File: config.mk
export PLATFORM = sky130hd
export DESIGN_NAME = sv_irq_ctrl
export DESIGN_NICKNAME = d
export VERILOG_FILES = /design/src/rtl/irq_pkg.sv /design/src/rtl/irq_src_bank.sv /design/src/rtl/irq_glb_regs.sv /design/src/rtl/sv_irq_ctrl.sv
export SDC_FILE = /design/constraint.sdc
export NUM_CORES = 1
export LEC_CHECK = 0
export BUFFER_PORTS_ARGS = -buffer_cell sky130_fd_sc_hd__buf_4
export CAP_MARGIN = 10
export CORE_MARGIN = 2
export CORE_UTILIZATION = 50
export DETAILED_ROUTE_END_ITERATION = 8
export GPL_TIMING_DRIVEN = 0
export HOLD_SLACK_MARGIN = 0.08
export PLACE_DENSITY = 0.72
export SLEW_MARGIN = 0
export SYNTH_ARGS = -nofsm -noshare
export SYNTH_HDL_FRONTEND = slang
export SYNTH_SLANG_ARGS = --single-unit
File: constraint.sdc
create_clock -name clk_i -period 2.35 [get_ports clk_i]
set_input_delay 0.3525 -clock clk_i [delete_from_list [all_inputs] [get_ports clk_i]]
set_output_delay 0.3525 -clock clk_i [all_outputs]
set_load 0.01 [all_outputs]
File: src/rtl/irq_pkg.sv
package irq_pkg;
  localparam int unsigned ADR_VEC  = 0;
  localparam int unsigned ADR_CTRL = 1;
  localparam int unsigned ADR_MEN  = 2;
  localparam int unsigned ADR_ID   = 3;
  localparam int unsigned ADR_BANK = 4;

  function automatic int unsigned flag_adr(int unsigned m);
    return ADR_BANK + 2 * m;
  endfunction

  function automatic int unsigned en_adr(int unsigned m);
    return ADR_BANK + 2 * m + 1;
  endfunction
endpackage

File: src/rtl/irq_src_bank.sv
module irq_src_bank #(
  parameter int unsigned N_SRC = 8,
  parameter logic [N_SRC-1:0] SYNC_MASK = '0
) (
  input  logic             clk_i,
  input  logic             rst_ni,
  input  logic [N_SRC-1:0] evt_i,
  input  logic             clr_we_i,
  input  logic             en_we_i,
  input  logic [N_SRC-1:0] wdata_i,
  output logic [N_SRC-1:0] flag_o,
  output logic [N_SRC-1:0] en_o,
  output logic [N_SRC-1:0] view_o,
  output logic             req_o,
  output logic             pend_o
);
  logic [N_SRC-1:0] flag_q, flag_d_q, en_q, clr;

  assign clr = clr_we_i ? wdata_i : '0;

  always_ff @(posedge clk_i or negedge rst_ni) begin
    if (!rst_ni) begin
      flag_q   <= '0;
      flag_d_q <= '0;
      en_q     <= '0;
    end else begin
      // set dominates clear
      flag_q   <= (flag_q & ~clr) | evt_i;
      flag_d_q <= flag_q;
      if (en_we_i) en_q <= wdata_i;
    end
  end

  for (genvar i = 0; i < N_SRC; i++) begin : g_src
    if (SYNC_MASK[i]) begin : g_sync
      assign view_o[i] = flag_q[i] | flag_d_q[i];
    end else begin : g_async
      assign view_o[i] = flag_q[i];
    end
  end

  assign flag_o = flag_q;
  assign en_o   = en_q;
  assign req_o  = |(view_o & en_q);
  assign pend_o = |(flag_q & en_q);
endmodule

File: src/rtl/irq_glb_regs.sv
module irq_glb_regs #(
  parameter int unsigned N_MOD  = 8,
  parameter int unsigned DATA_W = 16,
  parameter int unsigned ADDR_W = 8
) (
  input  logic              clk_i,
  input  logic              rst_ni,
  input  logic              we_i,
  input  logic [ADDR_W-1:0] addr_i,
  input  logic [DATA_W-1:0] wdata_i,
  output logic [DATA_W-1:0] vec_o,
  output logic              gen_o,
  output logic [N_MOD-1:0]  men_o
);
  import irq_pkg::*;

  always_ff @(posedge clk_i or negedge rst_ni) begin
    if (!rst_ni) begin
      vec_o <= '0;
      gen_o <= 1'b0;
      men_o <= '0;
    end else if (we_i) begin
      if (addr_i == ADDR_W'(ADR_VEC))  vec_o <= wdata_i;
      if (addr_i == ADDR_W'(ADR_CTRL)) gen_o <= wdata_i[0];
      if (addr_i == ADDR_W'(ADR_MEN))  men_o <= wdata_i[N_MOD-1:0];
    end
  end
endmodule

File: src/rtl/sv_irq_ctrl.sv
module sv_irq_ctrl #(
  parameter int unsigned N_MOD  = 8,
  parameter int unsigned N_SRC  = 8,
  parameter int unsigned DATA_W = 16,
  parameter int unsigned ADDR_W = 8,
  parameter logic [N_MOD*N_SRC-1:0] SYNC_SRC = '0
) (
  input  logic                   clk_i,
  input  logic                   rst_ni,
  input  logic [N_MOD*N_SRC-1:0] evt_i,
  input  logic                   reg_we_i,
  input  logic [ADDR_W-1:0]      reg_addr_i,
  input  logic [DATA_W-1:0]      reg_wdata_i,
  output logic [DATA_W-1:0]      reg_rdata_o,
  output logic                   irq_o,
  output logic [DATA_W-1:0]      vec_o
);
  import irq_pkg::*;

  localparam int unsigned N_ALL = N_MOD * N_SRC;

  logic             gen;
  logic [N_MOD-1:0] men, mod_req, mod_pend;
  logic [N_SRC-1:0] bank_flag [N_MOD];
  logic [N_SRC-1:0] bank_en   [N_MOD];
  logic [N_ALL-1:0] flag_all, view_all;

  irq_glb_regs #(.N_MOD(N_MOD), .DATA_W(DATA_W), .ADDR_W(ADDR_W)) u_glb (
    .clk_i  (clk_i),
    .rst_ni (rst_ni),
    .we_i   (reg_we_i),
    .addr_i (reg_addr_i),
    .wdata_i(reg_wdata_i),
    .vec_o  (vec_o),
    .gen_o  (gen),
    .men_o  (men)
  );

  for (genvar m = 0; m < N_MOD; m++) begin : g_mod
    logic clr_we, en_we;
    assign clr_we = reg_we_i && (reg_addr_i == ADDR_W'(flag_adr(m)));
    assign en_we  = reg_we_i && (reg_addr_i == ADDR_W'(en_adr(m)));

    irq_src_bank #(
      .N_SRC    (N_SRC),
      .SYNC_MASK(SYNC_SRC[m*N_SRC +: N_SRC])
    ) u_bank (
      .clk_i   (clk_i),
      .rst_ni  (rst_ni),
      .evt_i   (evt_i[m*N_SRC +: N_SRC]),
      .clr_we_i(clr_we),
      .en_we_i (en_we),
      .wdata_i (reg_wdata_i[N_SRC-1:0]),
      .flag_o  (bank_flag[m]),
      .en_o    (bank_en[m]),
      .view_o  (view_all[m*N_SRC +: N_SRC]),
      .req_o   (mod_req[m]),
      .pend_o  (mod_pend[m])
    );
    assign flag_all[m*N_SRC +: N_SRC] = bank_flag[m];
  end

  assign irq_o = gen & |(men & mod_req);

  always_comb begin
    reg_rdata_o = '0;
    if (reg_addr_i == ADDR_W'(ADR_VEC))  reg_rdata_o = vec_o;
    if (reg_addr_i == ADDR_W'(ADR_CTRL)) reg_rdata_o[0] = gen;
    if (reg_addr_i == ADDR_W'(ADR_MEN))  reg_rdata_o[N_MOD-1:0] = men;
    if (reg_addr_i == ADDR_W'(ADR_ID))   reg_rdata_o[N_MOD-1:0] = mod_pend;
    for (int m = 0; m < N_MOD; m++) begin
      if (reg_addr_i == ADDR_W'(flag_adr(m))) reg_rdata_o[N_SRC-1:0] = bank_flag[m];
      if (reg_addr_i == ADDR_W'(en_adr(m)))   reg_rdata_o[N_SRC-1:0] = bank_en[m];
    end
  end
endmodule

==> qor.yml <==
synth_ff_type: "dfrtp_1"
p_per_area_mw_per_mm2: 601
io_pins: 124
synth_area_mm2: 0.00810
crit_arrival_ns: 2.41
post-route-min-period_ns: 2.77
synth_top_area_share_pct: 47.3
crit_family: "compound AO/OA/AOI/OAI gates"
synth_cell_types: 61
synth_seq_cells: 153
status: "finished, violations left"
port_buffers: 113
grt_pass1_vias: 7451
drtIter0Drc: 906
cp_slowest_cell: "nor4_4"
hp-class: "primary input to register"
hold_start: "evt_i[50]"
gp_congestion: 1.05
switching_share_pct: 28.4
rsz0062_at_grt: "true"
vdd_drop_max_uv: 795
tightest_slew_ns: 1.00
ys_seq_area_share_pct: 47.3
clk_latency_ns: 0.44
cp-end-kind: "output port"
drv_slew: 0
initial_core_util_pct: 51.0
min_to: "g_mod[6].u_bank.flag_o[2]"
cts_tree: "built"
ys.warnings.count: 0
crit_path_frequent_cell: "buf_4"
synth-edff-count: 0
core_area_mm2: 0.0159
async_reset_ff_share_pct: 100
antenna_found_initial: 3
p_leak_nw: 4.45
slew_headroom_pct: 33.0
p_clk_share_pct: 43.5
via_per_inst: 6.59
die-area_mm2: 0.0172
grt_pass1_wl_um: 45800
die_h_um: 131
power_frac_seq_pct: 43.7
h-tree-depth: 4
r2r_end: "g_mod[7].u_bank.en_o[2]"
grtUsageTotal_pct: 35.5
grt-ovfl-total: 0
grt_max_degree: 83
area_delta_synth_final_pct: 30.7
worstPathRequired_ns: 2.00
synth.avg_cell_area_um2: 10.7
numCtsBuffers: 17
r2r-start: "g_mod[7].u_bank.en_o[2]"
syn_inst: 758
instances_no_fill: 1154
wire_per_inst_um: 26.2
p_int_mw: 4.56
cp-start-kind: "primary input"
max_freq_mhz: 362
max-cap-violations: 0
place_hpwl_um: 20800
rows: 46
synth_fp_nets: 849
drive_above_1_share_pct: 39.8
switching_power_mw: 1.81
drt-total-wl_um: 30300
synth_top_area_cell: "dfrtp_1"
drc: 0
finalHoldViolations: 0
dpl.cell_count: 1088
critical_path_class: "primary input to output port"
power.share.combinational_pct: 12.8
synth.top_cells.by_area: "dfrtp_1 (47%), mux2_2 (11%), a21o_1 (6.1%)"
finalWorstSetupSlack_ns: -0.416
whs_path_depth: 2
place_ws_ns: -1.03
path_clk_slew_ns: 0.07
clockBufferDepth: 2
first_pass_iters: 6
period_share_pct: 118
nNetsFinal: 1013
cpPeakStageDelay_ns: 0.37
via_count: 7602
critPathBufInv: 5
setup_violations: 9
violations: "negative setup slack"
path_cells: "buf_4 > nor4_4 > buf_6 > buf_4 > buf_4 > nand3_1 > a31oi_2 > a2111oi_4 > o21ai_1 > a311o_1 > buf_4"
rr_worst_depth: 2
clock-sinks: 153
die_w_um: 131
ant_nets: 0
finalClockSkew_ns: 0
rrSetupSlack_ns: 1.43
cp_max_fo: 6
clock_tree.root_cell: "clkbuf_16"
==> worst reg2reg max path, delay by kind of cell (launching register included) <==
kind	cells	cell delay, ns
buf+inv	1	0.14
flops	1	0.41
mux	1	0.26
==> routing by layer <==
metal / up-vias / track usage (%) / share of wire (%)
met5: - / 0 / 0
met4: 0 / 15.1 / 4.0
met3: 119 / 10.5 / 10
met2: 524 / 53.3 / 46
met1: 3793 / 48.1 / 40
li1: 3166 / - / -
==> kinds of logic (layout without fill, tap and decap cells) <==
kind of cell | after synthesis | count (layout) | share of synthesized area (%)
multiplexers | 103 | 103 | 15.8
AO/OA/AOI/OAI | 234 | 234 | 20.7
flip-flops | 153 | 153 | 47.3
buffers and inverters | 60 | 237 | 3.40
other | 0 | 3 | 0
AND/OR/NAND/NOR | 208 | 208 | 12.9
==> registers in the layout, indices dropped and copies added, names as in the netlist <==
| name | flops |
|---|---|
| g_mod.u_bank.en_o | 64 |
| g_mod.u_bank.flag_o | 64 |
| u_glb.gen_o | 1 |
| u_glb.men_o | 8 |
| u_glb.vec_o | 16 |
==> worst max-delay path by stage <==
stage,cells past startpoint,start,to,slack (ns)
global route,11,reg_addr_i[6],reg_rdata_o[7],-0.37
CTS,7,g_mod[7].u_bank.flag_o[6],reg_rdata_o[7],-0.32
detailed placement,9,reg_addr_i[5],reg_rdata_o[1],-1.03
global placement,9,reg_addr_i[5],reg_rdata_o[1],-1.07
finish,11,reg_addr_i[6],reg_rdata_o[7],-0.42
floorplan,7,reg_addr_i[5],reg_rdata_o[6],0.11
==> through the flow <==
step / power, mW / utilization, % / TNS [ns] / hold WS [ns] / instance area, µm²
floorplan: 3.14 / - / 0 / 0.0569 / 8100
global placement: 3.51 / 58.0 / -28.77 / 0.493 / 9220
detailed placement: 3.52 / 58.2 / -28.77 / 0.415 / 9250
CTS: 6.31 / 65.1 / -2.05 / 0.0812 / 10300
global route: 6.53 / 66.6 / -2.68 / 0.0806 / 10600
finish: 6.36 / 66.6 / -2.70 / 0.0775 / 10600
==> layout by cell type (no fill, tap or decap), types with 14 or more instances in the layout <==
cell / Yosys / layout
dfrtp_1: 153 / 151
mux2_2: 77 / 77
buf_6: 4 / 16
a22oi_1: 39 / 35
o21ai_0: 31 / 20
a21oi_1: 27 / 22
buf_4: 0 / 138
nor2_1: 27 / 18
nand2_1: 95 / 90
a21o_1: 66 / 66
clkbuf_1: 24 / 14
clkbuf_16: 0 / 18
==> synthesized netlist by cell type (10+ instances only) <==
cell      count
and3_1       12
a22oi_1      39
nand2_1      95
nor3_1       12
nor2b_1      12
a21o_1       66
mux2_2       77
mux2_4       10
a21oi_1      27
dfrtp_1     153
a22o_1       10
nor2_1       27
o22ai_1      11
o21ai_0      31
buf_2        16
clkbuf_1     24
==> power by group through the flow <==
stage / clock network, mW / logic [mW] / registers (mW)
6_report: 2.77 / 0.813 / 2.78
2_1_floorplan: 0 / 0.334 / 2.81
3_3_place_gp: 0 / 0.687 / 2.82
4_1_cts: 2.77 / 0.762 / 2.78
5_1_grt: 2.89 / 0.851 / 2.79
3_5_place_dp: 0 / 0.698 / 2.82
==> layout make-up <==
class / count / area, µm²
multi-input combinational: 545 / 4320
fill: 1287 / 5300
buffer: 50 / 322
inverter: 8 / 30.0
timing repair buffer: 147 / 1220
tap: 216 / 270
antenna: 3 / 7.51
clock buffer: 17 / 425
sequential: 153 / 3830
clock inverter: 15 / 153
==> repair_timing <==
action,4_1_cts,5_1_grt
setup endpoints to repair,17,17
buffers inserted,20,7
endpoints found under the hold margin,74,0
pin swaps,21,21
gates resized for setup,94,44
cloned,1,1
hold buffers,4,0
(Power assumes the default switching activity.)
